==> config.mk <==
export PLATFORM = sky130hd
export DESIGN_NAME = rs_bank
export DESIGN_NICKNAME = d
export VERILOG_FILES = /design/src/rtl/rs_pkg.sv /design/src/rtl/rs_pick.sv /design/src/rtl/rs_regstat.sv /design/src/rtl/rs_entry.sv /design/src/rtl/rs_bank.sv
export SDC_FILE = /design/constraint.sdc
export NUM_CORES = 1
export LEC_CHECK = 0
export BUFFER_PORTS_ARGS = -buffer_cell sky130_fd_sc_hd__buf_2
export CORE_AREA = 4 4 132 230
export DETAILED_ROUTE_END_ITERATION = 10
export DIE_AREA = 0 0 136 234
export GPL_ROUTABILITY_DRIVEN = 0
export HOLD_SLACK_MARGIN = 0.02
export PLACE_DENSITY = 0.67
export SKIP_LAST_GASP = 1
export SLEW_MARGIN = 20
export SYNTH_ARGS = -nofsm -noshare
export SYNTH_HDL_FRONTEND = slang
export SYNTH_HIERARCHICAL = 1
export SYNTH_SLANG_ARGS = --single-unit
==> constraint.sdc <==
create_clock -name clk -period 4.3 [get_ports clk]
set_clock_uncertainty 0.05 [all_clocks]
set_input_delay 0.43 -clock clk [delete_from_list [all_inputs] [get_ports clk]]
set_output_delay 0.43 -clock clk [all_outputs]
set_load 0.02 [all_outputs]
==> src/rtl/rs_pkg.sv <==
// Shared types for the reservation station bank.
// Assumes: tag value 0 is reserved for "operand present".
package rs_pkg;

    // Where an issued operand is taken from.
    typedef enum logic [1:0] {
        OPND_FILE = 2'd0,   // register has no pending producer
        OPND_BUS  = 2'd1,   // producer broadcasts in the issue cycle
        OPND_WAIT = 2'd2    // operand must be captured later by tag
    } opnd_src_e;

endpackage

==> src/rtl/rs_pick.sv <==
// Lowest-index picker: grants the lowest set request bit and reports its index.
// Assumes: N >= 1; used for free-station allocation and for dispatch selection.
module rs_pick #(
    parameter int N = 4,
    localparam int IDX_W = (N > 1) ? $clog2(N) : 1
) (
    input  logic [N-1:0]     req,
    output logic [N-1:0]     gnt,
    output logic             any,
    output logic [IDX_W-1:0] idx
);

    // Isolate the lowest set bit and encode it.
    always_comb begin
        gnt = req & (~req + 1'b1);
        any = |req;
        idx = '0;
        for (int k = N - 1; k >= 0; k--) begin
            if (req[k]) idx = IDX_W'(k);
        end
    end

endmodule

==> src/rtl/rs_regstat.sv <==
// Register status table: one producer tag per architectural register.
// A write from issue takes priority over a clear from the broadcast bus.
// Assumes: tag 0 means the register-file value is current.
module rs_regstat #(
    parameter int NUM_REGS = 8,
    parameter int TAG_W    = 3,
    localparam int REG_W   = (NUM_REGS > 1) ? $clog2(NUM_REGS) : 1
) (
    input  logic             clk,
    input  logic             rst_n,
    input  logic [REG_W-1:0] rd1_idx,
    input  logic [REG_W-1:0] rd2_idx,
    output logic [TAG_W-1:0] rd1_tag,
    output logic [TAG_W-1:0] rd2_tag,
    input  logic             wr_en,
    input  logic [REG_W-1:0] wr_idx,
    input  logic [TAG_W-1:0] wr_tag,
    input  logic             bc_valid,
    input  logic [TAG_W-1:0] bc_tag
);

    logic [TAG_W-1:0] stat [NUM_REGS];

    // Read ports: status as it stands before this cycle's update.
    assign rd1_tag = stat[rd1_idx];
    assign rd2_tag = stat[rd2_idx];

    for (genvar gi = 0; gi < NUM_REGS; gi++) begin : g_reg
        // Rename on issue, otherwise clear when the named producer broadcasts.
        always_ff @(posedge clk) begin
            if (!rst_n) begin
                stat[gi] <= '0;
            end else if (wr_en && wr_idx == REG_W'(gi)) begin
                stat[gi] <= wr_tag;
            end else if (bc_valid && stat[gi] != '0 && stat[gi] == bc_tag) begin
                stat[gi] <= '0;
            end
        end

        // an issue renames its destination to the new tag.
        p_rename_r4: assert property (@(posedge clk) disable iff (!rst_n)
            (wr_en && wr_idx == REG_W'(gi)) |=> (stat[gi] == $past(wr_tag)));

        // a broadcast of the pending tag makes the register valid again.
        p_stat_clear_r5: assert property (@(posedge clk) disable iff (!rst_n)
            (bc_valid && stat[gi] != '0 && stat[gi] == bc_tag &&
             !(wr_en && wr_idx == REG_W'(gi))) |=> (stat[gi] == '0));
    end

endmodule

==> src/rtl/rs_entry.sv <==
// One reservation station: opcode, two operand slots (tag or value), address,
// busy and dispatched flags. Snoops the broadcast bus for its pending operands
// and frees itself when its own tag is broadcast.
// Assumes: alloc is only raised while the station is free.
module rs_entry #(
    parameter int TAG_W  = 3,
    parameter int DATA_W = 16,
    parameter int OP_W   = 4,
    parameter int ADDR_W = 12,
    parameter logic [TAG_W-1:0] MY_TAG = 1
) (
    input  logic              clk,
    input  logic              rst_n,
    input  logic              alloc,
    input  logic [OP_W-1:0]   a_op,
    input  logic [TAG_W-1:0]  a_q1,
    input  logic [DATA_W-1:0] a_v1,
    input  logic [TAG_W-1:0]  a_q2,
    input  logic [DATA_W-1:0] a_v2,
    input  logic [ADDR_W-1:0] a_addr,
    input  logic              bc_valid,
    input  logic [TAG_W-1:0]  bc_tag,
    input  logic [DATA_W-1:0] bc_value,
    input  logic              launch,
    output logic              busy,
    output logic              ready,
    output logic [OP_W-1:0]   op,
    output logic [DATA_W-1:0] v1,
    output logic [DATA_W-1:0] v2,
    output logic [ADDR_W-1:0] addr
);

    logic             sent;
    logic [TAG_W-1:0] q1, q2;

    // Fill on allocation; otherwise capture operands, mark dispatch, release.
    always_ff @(posedge clk) begin
        if (!rst_n) begin
            busy <= 1'b0;
            sent <= 1'b0;
            q1   <= '0;
            q2   <= '0;
            v1   <= '0;
            v2   <= '0;
            op   <= '0;
            addr <= '0;
        end else if (alloc) begin
            busy <= 1'b1;
            sent <= 1'b0;
            op   <= a_op;
            addr <= a_addr;
            q1   <= a_q1;
            v1   <= a_v1;
            q2   <= a_q2;
            v2   <= a_v2;
        end else begin
            if (launch) sent <= 1'b1;
            if (busy && bc_valid && bc_tag == MY_TAG) busy <= 1'b0;
            if (bc_valid && q1 != '0 && bc_tag == q1) begin
                q1 <= '0;
                v1 <= bc_value;
            end
            if (bc_valid && q2 != '0 && bc_tag == q2) begin
                q2 <= '0;
                v2 <= bc_value;
            end
        end
    end

    // Ready: both operands present and not yet sent.
    assign ready = busy && !sent && q1 == '0 && q2 == '0;

    // allocation only targets a free station.
    p_alloc_free_r2: assert property (@(posedge clk) disable iff (!rst_n)
        alloc |-> !busy);

    // dispatch only with both operand tags zero.
    p_launch_ready_r6: assert property (@(posedge clk) disable iff (!rst_n)
        launch |-> (busy && !sent && q1 == '0 && q2 == '0));

    // a dispatched station is not offered again.
    p_no_relaunch_r7: assert property (@(posedge clk) disable iff (!rst_n)
        launch |=> !ready);

    // a matching broadcast fills the first operand and clears its tag.
    p_capture_r5: assert property (@(posedge clk) disable iff (!rst_n)
        (busy && !alloc && bc_valid && q1 != '0 && bc_tag == q1)
        |=> (q1 == '0 && v1 == $past(bc_value)));

    // the station frees when its own tag is broadcast.
    p_release_r9: assert property (@(posedge clk) disable iff (!rst_n)
        (busy && !alloc && bc_valid && bc_tag == MY_TAG) |=> !busy);

endmodule

==> src/rtl/rs_bank.sv <==
// Reservation station bank for one functional-unit class. Resolves issued
// sources against the register status table (and the same-cycle broadcast),
// allocates the lowest free station, renames the destination, and offers the
// lowest ready station to the functional unit.
// Assumes: at most one issue and one broadcast per cycle; tags are 1..NUM_RS.
module rs_bank
    import rs_pkg::*;
#(
    parameter int NUM_RS   = 4,
    parameter int NUM_REGS = 8,
    parameter int DATA_W   = 16,
    parameter int OP_W     = 4,
    parameter int ADDR_W   = 12,
    localparam int TAG_W   = $clog2(NUM_RS + 1),
    localparam int REG_W   = (NUM_REGS > 1) ? $clog2(NUM_REGS) : 1,
    localparam int IDX_W   = (NUM_RS > 1) ? $clog2(NUM_RS) : 1
) (
    input  logic              clk,
    input  logic              rst_n,
    input  logic              iss_valid,
    output logic              iss_ready,
    output logic [TAG_W-1:0]  iss_tag,
    input  logic [OP_W-1:0]   iss_op,
    input  logic [REG_W-1:0]  iss_dst,
    input  logic [REG_W-1:0]  iss_src1,
    input  logic [REG_W-1:0]  iss_src2,
    input  logic [DATA_W-1:0] iss_val1,
    input  logic [DATA_W-1:0] iss_val2,
    input  logic [ADDR_W-1:0] iss_addr,
    input  logic              bc_valid,
    input  logic [TAG_W-1:0]  bc_tag,
    input  logic [DATA_W-1:0] bc_value,
    input  logic              fu_ready,
    output logic              disp_valid,
    output logic [TAG_W-1:0]  disp_tag,
    output logic [OP_W-1:0]   disp_op,
    output logic [DATA_W-1:0] disp_a,
    output logic [DATA_W-1:0] disp_b,
    output logic [ADDR_W-1:0] disp_addr
);

    logic [NUM_RS-1:0] busy_vec, ready_vec, free_gnt, rdy_gnt, alloc_vec, launch_vec;
    logic [IDX_W-1:0]  free_idx, disp_idx;
    logic              iss_fire;
    logic [TAG_W-1:0]  st1, st2, q1_new, q2_new;
    logic [DATA_W-1:0] v1_new, v2_new;

    logic [OP_W-1:0]   e_op   [NUM_RS];
    logic [DATA_W-1:0] e_v1   [NUM_RS];
    logic [DATA_W-1:0] e_v2   [NUM_RS];
    logic [ADDR_W-1:0] e_addr [NUM_RS];

    // Choose where an issued operand comes from: file, bus, or a later capture.
    function automatic opnd_src_e classify(input logic [TAG_W-1:0] st,
                                           input logic             bv,
                                           input logic [TAG_W-1:0] bt);
        if (st == '0)            return OPND_FILE;
        else if (bv && bt == st) return OPND_BUS;
        else                     return OPND_WAIT;
    endfunction

    // Free-station allocator.
    rs_pick #(.N(NUM_RS)) i_free_pick (
        .req (~busy_vec),
        .gnt (free_gnt),
        .any (iss_ready),
        .idx (free_idx)
    );

    assign iss_tag   = TAG_W'(free_idx) + 1'b1;
    assign iss_fire  = iss_valid && iss_ready;
    assign alloc_vec = free_gnt & {NUM_RS{iss_fire}};

    // Register status table.
    rs_regstat #(.NUM_REGS(NUM_REGS), .TAG_W(TAG_W)) i_regstat (
        .clk      (clk),
        .rst_n    (rst_n),
        .rd1_idx  (iss_src1),
        .rd2_idx  (iss_src2),
        .rd1_tag  (st1),
        .rd2_tag  (st2),
        .wr_en    (iss_fire),
        .wr_idx   (iss_dst),
        .wr_tag   (iss_tag),
        .bc_valid (bc_valid),
        .bc_tag   (bc_tag)
    );

    // Resolve both issued operands into a tag/value pair.
    always_comb begin
        unique case (classify(st1, bc_valid, bc_tag))
            OPND_FILE: begin q1_new = '0;  v1_new = iss_val1; end
            OPND_BUS:  begin q1_new = '0;  v1_new = bc_value; end
            default:   begin q1_new = st1; v1_new = '0;       end
        endcase
        unique case (classify(st2, bc_valid, bc_tag))
            OPND_FILE: begin q2_new = '0;  v2_new = iss_val2; end
            OPND_BUS:  begin q2_new = '0;  v2_new = bc_value; end
            default:   begin q2_new = st2; v2_new = '0;       end
        endcase
    end

    // Station array.
    for (genvar gi = 0; gi < NUM_RS; gi++) begin : g_rs
        rs_entry #(
            .TAG_W  (TAG_W),
            .DATA_W (DATA_W),
            .OP_W   (OP_W),
            .ADDR_W (ADDR_W),
            .MY_TAG (TAG_W'(gi + 1))
        ) i_entry (
            .clk      (clk),
            .rst_n    (rst_n),
            .alloc    (alloc_vec[gi]),
            .a_op     (iss_op),
            .a_q1     (q1_new),
            .a_v1     (v1_new),
            .a_q2     (q2_new),
            .a_v2     (v2_new),
            .a_addr   (iss_addr),
            .bc_valid (bc_valid),
            .bc_tag   (bc_tag),
            .bc_value (bc_value),
            .launch   (launch_vec[gi]),
            .busy     (busy_vec[gi]),
            .ready    (ready_vec[gi]),
            .op       (e_op[gi]),
            .v1       (e_v1[gi]),
            .v2       (e_v2[gi]),
            .addr     (e_addr[gi])
        );
    end

    // Dispatch selector: lowest ready station, consumed when the unit is ready.
    rs_pick #(.N(NUM_RS)) i_rdy_pick (
        .req (ready_vec),
        .gnt (rdy_gnt),
        .any (disp_valid),
        .idx (disp_idx)
    );

    assign launch_vec = rdy_gnt & {NUM_RS{fu_ready}};
    assign disp_tag   = TAG_W'(disp_idx) + 1'b1;
    assign disp_op    = e_op[disp_idx];
    assign disp_a     = e_v1[disp_idx];
    assign disp_b     = e_v2[disp_idx];
    assign disp_addr  = e_addr[disp_idx];

endmodule

After elaboration in Yosys (flattened, before gate mapping)
Memory sizes are Yosys's and may differ from the RTL's.
Index checks and enable logic that the tools add are counted.

word-level totals
  register bits after elaboration = 224
  RAM bits = 24
  output and inout port bits = 56
  word-level logic and storage cells = 351
  memories = 1

cells by class
  add/sub/neg operators = 4
  order comparisons = 1
  equality and inequality tests = 31
  muxes and demuxes = 141
  bitwise logic cells = 25
  reduce and logical (&&, ||, !) cells = 116

memory list
  name            words  width  read ports  clocked after Yosys merged registers in  write ports  line              text
  i_regstat.stat  8      3      10          0                                        8            rs_regstat.sv:22  logic [TAG_W-1:0] stat [NUM_REGS];

operator list
  operator             number
  $mux 16              20
  $mux 3               34
  $mux 1               65
  $bmux 16 s2          2
  $pmux 16 s2          2
  $logic_and 1x1->1    63
  $eq 3x3->1           18
  $reduce_bool 3->1    16
  $logic_not 3->1      11
  $bmux 12 s2          1
  $mux 12              2
  $mux 2               12
  $reduce_bool 2->1    12
  $and 4x4->4          4
  $or 1x1->1           16
  $eq 3x3->1 const B   5
  $eq 3x2->1 const B   4
  $not 4->4            3
  $reduce_or 2->1      6
  $add 4x1->4 const B  2
  $bmux 4 s2           1
  $mux 4               2
  $reduce_or 4->1      2
  $add 2x1->3 const B  2
  7 further kinds      13

Depth between registers and ports, before layout
Gate-level depths: netlist of the first run.

  word-level depth = 12
  depth in mapped cells = 10
  mapped depth without buffers = 7

By module
The synthesis of the first run kept the hierarchy.

modules (own cells, without submodules)
  module                          times used  cells an instance  area each (µm²)  sequential area each (µm²)
  rs_entry (g_rs[0].i_entry ...)  3           262                2,513.7          1,121.1
  rs_entry (g_rs[2].i_entry)      1           262                2,502.4          1,121.1
  rs_bank                         1           198                1,869.3          0.0
  rs_regstat                      1           146                1,778.0          720.7
  rs_pick                         2           10                 58.8             0.0

Worst setup path before layout of the first run
OpenSTA, ideal clock, no wires.

  path type = input-to-reg
  start = input iss_src2[0]
  end = register g_rs[0].i_entry.v2[0]
  arrival = 2.630 ns
  data required time = 4.163 ns
  setup slack = 1.534 ns
  stages = 9
  cell sequence = buf_6 > mux4_1 > mux2_2 > xnor2_1 > nand4_2 > clkbuf_1 > o21ai_0 > a21oi_1 > a221oi_2

between the ends
  longest elaborated chain between the ends = 8
  elaborated cells on any way between the ends = 10
  classes of those cells = eq/ne: 2; mux: 4; reduce/logical: 3; memory: 1

RTL lines
  element                                               line            text
  from (decl)                                           rs_bank.sv:26   input logic [REG_W-1:0] iss_src2,
  $mem_v2 8x3 (*)                                       n/a
  net st2[2]                                            rs_bank.sv:45   logic [TAG_W-1:0] st1, st2, q1_new, q2_new;
  $eq 3x3->1                                            rs_bank.sv:58   else if (bv && bt == st) return OPND_BUS;
  $logic_and 1x1->1                                     rs_bank.sv:58
  $mux 2                                                rs_bank.sv:58
  $mux 2 (*)                                            rs_bank.sv:57   if (st == '0) return OPND_FILE;
  $eq 2x1->1 / $logic_not 2->1 (equally long branches)  rs_bank.sv:96   unique case (classify(st2, bc_valid, bc_tag))
  $pmux 16 s2 (*)                                       rs_bank.sv:96
  net v2_new[0]                                         rs_bank.sv:46   logic [DATA_W-1:0] v1_new, v2_new;
  $mux 16 (*)                                           rs_entry.sv:47  end else if (alloc) begin
  to (signal assigned)                                  rs_entry.sv:55  v2 <= a_v2;
  to (signal assigned)                                  rs_entry.sv:65  v2 <= bc_value;
  to (decl)                                             rs_entry.sv:29  output logic [DATA_W-1:0] v2,

Mark *: on every way through the listed nets, which the timed path passes. The rest lies on a longest branch.
A chain may end at the register's enable or synchronous reset.

Final worst setup path of the first run
  start = register g_rs[1].i_entry.busy
  end = output disp_b[12]

between the ends
  longest elaborated chain between the ends = 9

RTL lines
  element                                     line            text
  from (decl)                                 rs_entry.sv:25  output logic busy,
  from (signal assigned)                      rs_entry.sv:39  busy <= 1'b0;
  from (signal assigned)                      rs_entry.sv:48  busy <= 1'b1;
  from (signal assigned)                      rs_entry.sv:58  if (busy && bc_valid && bc_tag == MY_TAG) busy <= 1'b0;
  $logic_and 1x1->1 (3 in a row)              rs_entry.sv:71  assign ready = busy && !sent && q1 == '0 && q2 == '0;
  net ready_vec[1]                            rs_bank.sv:42   logic [NUM_RS-1:0] busy_vec, ready_vec, free_gnt, rdy_gnt, alloc_vec, launch_vec;
  $mux 2 (2 in a row)                         rs_pick.sv:19   if (req[k]) idx = IDX_W'(k);
  net disp_idx[0]                             rs_bank.sv:43   logic [IDX_W-1:0] free_idx, disp_idx;
  $not 2->3 (implied by the code)             rs_bank.sv:146  assign disp_b = e_v2[disp_idx];
  $bmux 16 s2                                 rs_bank.sv:146
  $mux 16 (implied by the code) (2 in a row)  rs_bank.sv:146
  to (decl)                                   rs_bank.sv:38   output logic [DATA_W-1:0] disp_b,

The timed path passes the listed nets, and every way through them passes these cells. The select of a mux whose other input is x is not followed.

==> results.toml, run 1 <==
[detailed_routing]
via_count = 12091
viasPerCell = 6.39
finalWirelength_um = 47000
avgRoutedWirePerCell_um = 24.9
drcViolationCount = 0
dr.pass1.iters = 8
drt_iter0_drc = 867
antenna_left = 0

[synth]
synth_warnings = 6
synth_cell_types = 47
yosys-top-cells-area = "dfxtp_1, a221oi_2, mux4_2, nor2_1, edfxtp_1"
synth_edf_count = 24
ys_ff_latch = 248
seq_area_frac_synth = 0.377
synth_top_area_cell = "dfxtp_1"
synth.cell_area_sq_um = 13800
synth_top_area_share = 0.325
syn_inst = 1412
synthArstFlopShare = 0
synth_nets = 1495
synth-main-ff-cell = "dfxtp_1"
synth.avg_cell_area_sq_um = 9.78

[place]
dp.cells = 1846
pre_cts_slack_ps = 772
port_buffers = 136
hpwl_um = 31600

[power_and_ir_drop]
pwr-share-comb = 0.187
power_mw = 5.83
clock_power_share = 0.385
powerDensity_nw_per_um2 = 377
p_sw_mw = 1.71
ir_drop_uv = 398
p_seq_frac = 0.428
p_leak_nw = 5.71
p_int_mw = 4.13
power.switching_fraction = 0.293

[global_route]
grt_pass1_vias = 12443
grt_usage = 0.290
overflow = 0
antenna_found_initial = 3
grt_max_degree = 63
grt_pass1_wl_um = 70700

[timing]
fin_tns_setup_ps = 0
fin_crit_ps = 3540
worst_pin_slew_ps = 1060
fin_crit_sh = 0.824
finalMaxSlewViolations = 0
fmax_mhz = 282
hold_viol = 0
setup_ws_ps = 758
rsz0062_at_grt = "no"
finalSetupViolCount = 0
timing.slew.headroom = 0.290

[clock_network]
clk_pin_slew_ps = 60
post_cts_buffers = 0
clk_latency_ps = 530
cts_tree = "built"
postCtsHoldBufs = 0
cts.sinks = 248
cts_max_path_buffers = 3
cts_buffers = 25
cts-resized-gates = 0
h-tree-depth = 1
root_buffer = "clkbuf_16"

[final_layout]
drive_above_1_share = 0.249
finalNonFillerCells = 1891
area_growth_pct = 11.9
fin_nets = 1578
antennaDiodeCount = 0

[floorplanning]
die_area_sq_um = 31800
placeableCoreArea_sq_um = 28400
fp-row-count = 82
start_util = 0.486
io_pins = 137
die_y_um = 234
fp.dieW_um = 136

[worst_setup_path]
worstSetupPathType = "flip-flop to output pin"
cp-start-kind = "flip-flop"
critPathMaxStageDelay_ps = 670
critical_path_required_ps = 3820
critPathArrivalTime_ps = 3060
critPathSlowestCell = "mux4_2"
end_kind = "output pin"
path_max_fanout = 32
path_cells = "nor4b_1 > and3_1 > inv_1 > a21oi_4 > buf_12 > mux4_2 > buf_2"

[worst_hold_path]
hp-class = "primary input to flip-flop"

[status]
status = "completed"

[flow_run]
drv_cap = 0
through the flow:
step | utilization | instance area, sq um | hold slack, ps
finish | 0.544 | 15500 | 135
floorplan | - | 13800 | 401
global route | 0.544 | 15500 | 127
detailed placement | 0.514 | 14600 | 428
global placement | 0.514 | 14600 | 416
CTS | 0.544 | 15500 | 114
Yosys cell counts, types with 16 or more instances:
cell / instances
nor2_1: 228
a221oi_2: 80
o21ai_0: 27
and3_1: 24
and2_1: 35
nor2b_1: 64
a41o_1: 16
dfxtp_1: 224
a21oi_1: 142
mux2i_1: 64
a221oi_1: 48
mux4_2: 46
xnor2_1: 38
o2111ai_1: 16
edfxtp_1: 24
buf_2: 26
o21a_1: 16
nand2_1: 74
clkbuf_1: 57
inv_1: 28
final cells by class:
class                      instances  area (sq um)
timing repair buffer             177          1010
multi-input combinational       1011          7800
fill                            2601         13000
inverter                          32           120
clock inverter                    10           100
sequential                       248          5200
clock buffer                      35           734
tap                              378           473
power groups by stage:
stage | Combinational [mW] | Sequential [mW] | Clock, mW
after floorplan | 0.734 | 2.52 | 0
after global placement | 1.06 | 2.54 | 0
after detailed placement | 1.08 | 2.54 | 0
after CTS | 1.08 | 2.49 | 2.28
after global routing | 1.17 | 2.50 | 2.36
final | 1.09 | 2.50 | 2.24
worst max-delay path: cells and delay by family, from the launching register on:
family	cells	cell delay, ps
flops	1	420
mux	1	670
buf+inv	3	640
simple gates	2	580
compound gates	1	180
registers in the layout, indices dropped and copies added, names as in the netlist:
signal and count:
g_rs.i_entry/v1 64, g_rs.i_entry/v2 64, g_rs.i_entry/addr 48, i_regstat/stat 24
g_rs.i_entry/op 16, g_rs.i_entry/q1 12, g_rs.i_entry/q2 12, g_rs.i_entry/busy 4
g_rs.i_entry/sent 4
routing by layer:
| layer | routed length, um | vias to the layer above | track usage |
|---|---|---|---|
| met1 | 15600 | 5877 | 0.296 |
| met5 | 43 | - | 0 |
| met4 | 4190 | 6 | 0.225 |
| met3 | 3590 | 211 | 0.0517 |
| met2 | 23600 | 603 | 0.513 |
| li1 | - | 5394 | - |
cells in the final DEF (no fill, tap or decap), types with 8 or more instances in the layout:
| cell | netlist | layout |
|---|---|---|
| nor2_1 | 228 | 228 |
| edfxtp_1 | 24 | 24 |
| a21oi_1 | 142 | 141 |
| and2_1 | 35 | 35 |
| mux4_2 | 46 | 46 |
| inv_1 | 28 | 28 |
| o21ai_0 | 27 | 27 |
| o21a_1 | 16 | 16 |
| a221oi_2 | 80 | 80 |
| buf_2 | 26 | 136 |
| xnor2_1 | 38 | 38 |
| mux2i_1 | 64 | 64 |
| nand3_1 | 9 | 9 |
| dfxtp_1 | 224 | 224 |
| clkinv_2 | 0 | 8 |
| clkbuf_16 | 0 | 25 |
| a41o_1 | 16 | 16 |
| buf_4 | 13 | 39 |
| and3_1 | 24 | 20 |
| o221ai_1 | 8 | 8 |
| a221oi_1 | 48 | 48 |
| o2111ai_1 | 16 | 16 |
| nand2_1 | 74 | 74 |
| nor2b_1 | 64 | 64 |
| mux4_1 | 14 | 14 |
cell families after synthesis:
group,count (synthesis),synth area share
buffers and inverters,153,0.0621
AOI/OAI and AO/OA,366,0.219
DFF,248,0.377
and+or+nand+nor,475,0.163
xor gates and xnor gates,38,0.0241
muxes,130,0.153
adders and majority gates,2,0.00181
worst paths after layout:
kind         cells past startpoint                       to  slack, ps                   from
max                              7               disp_b[12]        760   g_rs[1].i_entry/busy
min                              3  g_rs[2].i_entry/addr[5]        140            iss_addr[5]
min reg2reg                      2    g_rs[2].i_entry/op[3]        440  g_rs[2].i_entry/op[3]
max reg2reg                      7   g_rs[2].i_entry/v2[12]        870   i_regstat/stat[3][1]
Note: power is estimated with default switching activity, not from simulation.
==> run 2, diff against run 1 <==
--- a/config.mk
+++ b/config.mk
@@ -11,7 +11,7 @@
 export DIE_AREA = 0 0 136 234
 export GPL_ROUTABILITY_DRIVEN = 0
 export HOLD_SLACK_MARGIN = 0.02
-export PLACE_DENSITY = 0.67
+export PLACE_DENSITY = 0.7
 export SKIP_LAST_GASP = 1
 export SLEW_MARGIN = 20
 export SYNTH_ARGS = -nofsm -noshare
==> constraint.sdc (replaced) <==
create_clock -name clk -period 2.9 [get_ports clk]
set_clock_uncertainty 0.05 [all_clocks]
set_input_delay 0.29 -clock clk [delete_from_list [all_inputs] [get_ports clk]]
set_output_delay 0.29 -clock clk [all_outputs]
set_load 0.02 [all_outputs]
==> run 2 against run 1 <==
Largest cell class unchanged. Largest power group unchanged. Worst setup slack lost 980 ps. The flow now finishes with violations (negative setup slack). Critical path depth up 2. Via count grew 3.0%. Critical endpoint is now disp_b[4]. Sequential power is 48% higher. First-iteration DRC count up 28%. Clock power is 43% higher. Count of clock-buffer cells in the layout is the same.
==> results.toml, run 2 (same netlist as run 1, synthesis figures left out) <==
[status]
status = "complete, but fails checks"
failed_checks = "negative setup slack"

[final_layout]
final_cell_mix = "nor2_1, dfxtp_1, a21oi_1"
reg_top3 = "g_rs.i_entry/v1 x64, g_rs.i_entry/v2 x64, g_rs.i_entry/addr x48"
final_area_sq_um = 16800
finalNonFillerCells = 1973
fin_nets = 1659
area_growth_pct = 21.4
utilization = 0.590
drive_above_1_share = 0.300
layout_commonest_cell = "nor2_1"

[floorplanning]
die_y_um = 234
fp.dieW_um = 136
fp-row-count = 82
start_util = 0.486
die_area_sq_um = 31800
placeableCoreArea_sq_um = 28400
io_pins = 137

[global_route]
overflow = 0
grt_usage = 0.284
antenna_found_initial = 3
grt_pass1_vias = 12628
grt_pass1_wl_um = 70100
grt_max_degree = 56

[clock_network]
cts.sinks = 248
cts_max_path_buffers = 3
clk_latency_ps = 530
root_buffer = "clkbuf_16"
h-tree-depth = 1
clk_pin_slew_ps = 60
cts_tree = "built"
cts_buffers = 24

[detailed_routing]
via_count = 12449
drt_iter0_drc = 1108
drcViolationCount = 0
viasPerCell = 6.31
finalWirelength_um = 47000
dr.pass1.iters = 5
avgRoutedWirePerCell_um = 23.8
antenna_left = 0

[timing]
timing.slew.headroom = 0.570
setup_ws_ps = -220
fmax_mhz = 321
finalMaxSlewViolations = 0
rsz0062_at_grt = "yes"
fin_crit_ps = 3120
fin_crit_sh = 1.08
finalSetupViolCount = 67
hold_viol = 0
worst_pin_slew_ps = 645
fin_tns_setup_ps = -6820
hold_slack_ps = 147

[worst_setup_path]
critPathArrivalTime_ps = 2780
critPathCapture = "disp_b[4]"
rr_startpoint = "i_regstat/stat[6][0]"
critical_path_required_ps = 2560
reg2reg_depth = 9
rrSetupSlack_ps = -90
cp-start-kind = "flip-flop"
startpoint = "g_rs[1].i_entry/q1[1]"
path_max_fanout = 7
worstSetupPathType = "flip-flop to output pin"
r2r-end = "g_rs[3].i_entry/v1[5]"
end_kind = "output pin"

[place]
port_buffers = 136
dp.cells = 1887
pre_cts_slack_ps = -193
hpwl_um = 30600
placed_area_sq_um = 15000

[power_and_ir_drop]
powerDensity_nw_per_um2 = 528
ir_drop_uv = 512
p_leak_nw = 6.24
power_mw = 8.84

[worst_hold_path]
hp-class = "primary input to flip-flop"
hp-start = "rst_n"

[flow_run]
drv_cap = 0
==> run 2: changes by cell type in the layout (fill, tap and decap cells not counted), sizes merged <==
cell         change
clkbuf           +1
clkinvlp         +1
inv              +1
diode            +1
dlygate4sd3     +16
buf             +65
clkinv           -3
==> run 2: how the worst min path moves through the flow <==
stage,endpoint,depth (start not counted)
floorplan,g_rs[1].i_entry/op[3],2
global placement,g_rs[2].i_entry/addr[3],2
detailed placement,g_rs[3].i_entry/addr[7],2
CTS,g_rs[3].i_entry/addr[3],3
global route,g_rs[3].i_entry/addr[7],3
finish,g_rs[3].i_entry/addr[7],3
==> run 2: worst max-delay path: stages (launching register included) <==
cell	delay, ps
dfxtp_2	330
nor4b_4	280
and3_4	250
inv_4	40
a21oi_4	160
buf_12	180
buf_12	160
buf_12	120
mux4_2	540
buf_6	160
==> run 2: cell type report <==
cell class              instances  area [sq um]
fillers                      2419         11700
multi-input cells            1011          8010
flip-flops and latches        248          5210
repair buffers                259          2150
clock buffers                  35           693
well taps                     378           473
inverters                      32           123
clock inverters                 9          98.8
diodes                          1          2.50
==> run 2: where the power goes <==
part	switching, mW	leakage (nW)	internal (mW)
registers	0.0907	2.08	3.61
logic	1.14	3.78	0.810
clock network	1.36	0.386	1.84
total	2.59	6.24	6.26
==> run 2: what timing repair did <==
action	in CTS	in global routing
hold endpoints to repair	60	0
hold buffers	16	0
setup endpoints to repair	80	139
buffers inserted	10	12
gates resized for setup	92	71
pin swaps	4	13
cloned	2	2
==> run 2: routing by layer <==
| layer | wire (um) | global-route usage | vias up |
|---|---|---|---|
| li1 | - | - | 5563 |
| met1 | 16100 | 0.300 | 6002 |
| met2 | 23300 | 0.498 | 650 |
| met3 | 3630 | 0.0526 | 230 |
| met4 | 3890 | 0.208 | 4 |
| met5 | 21 | 0 | - |
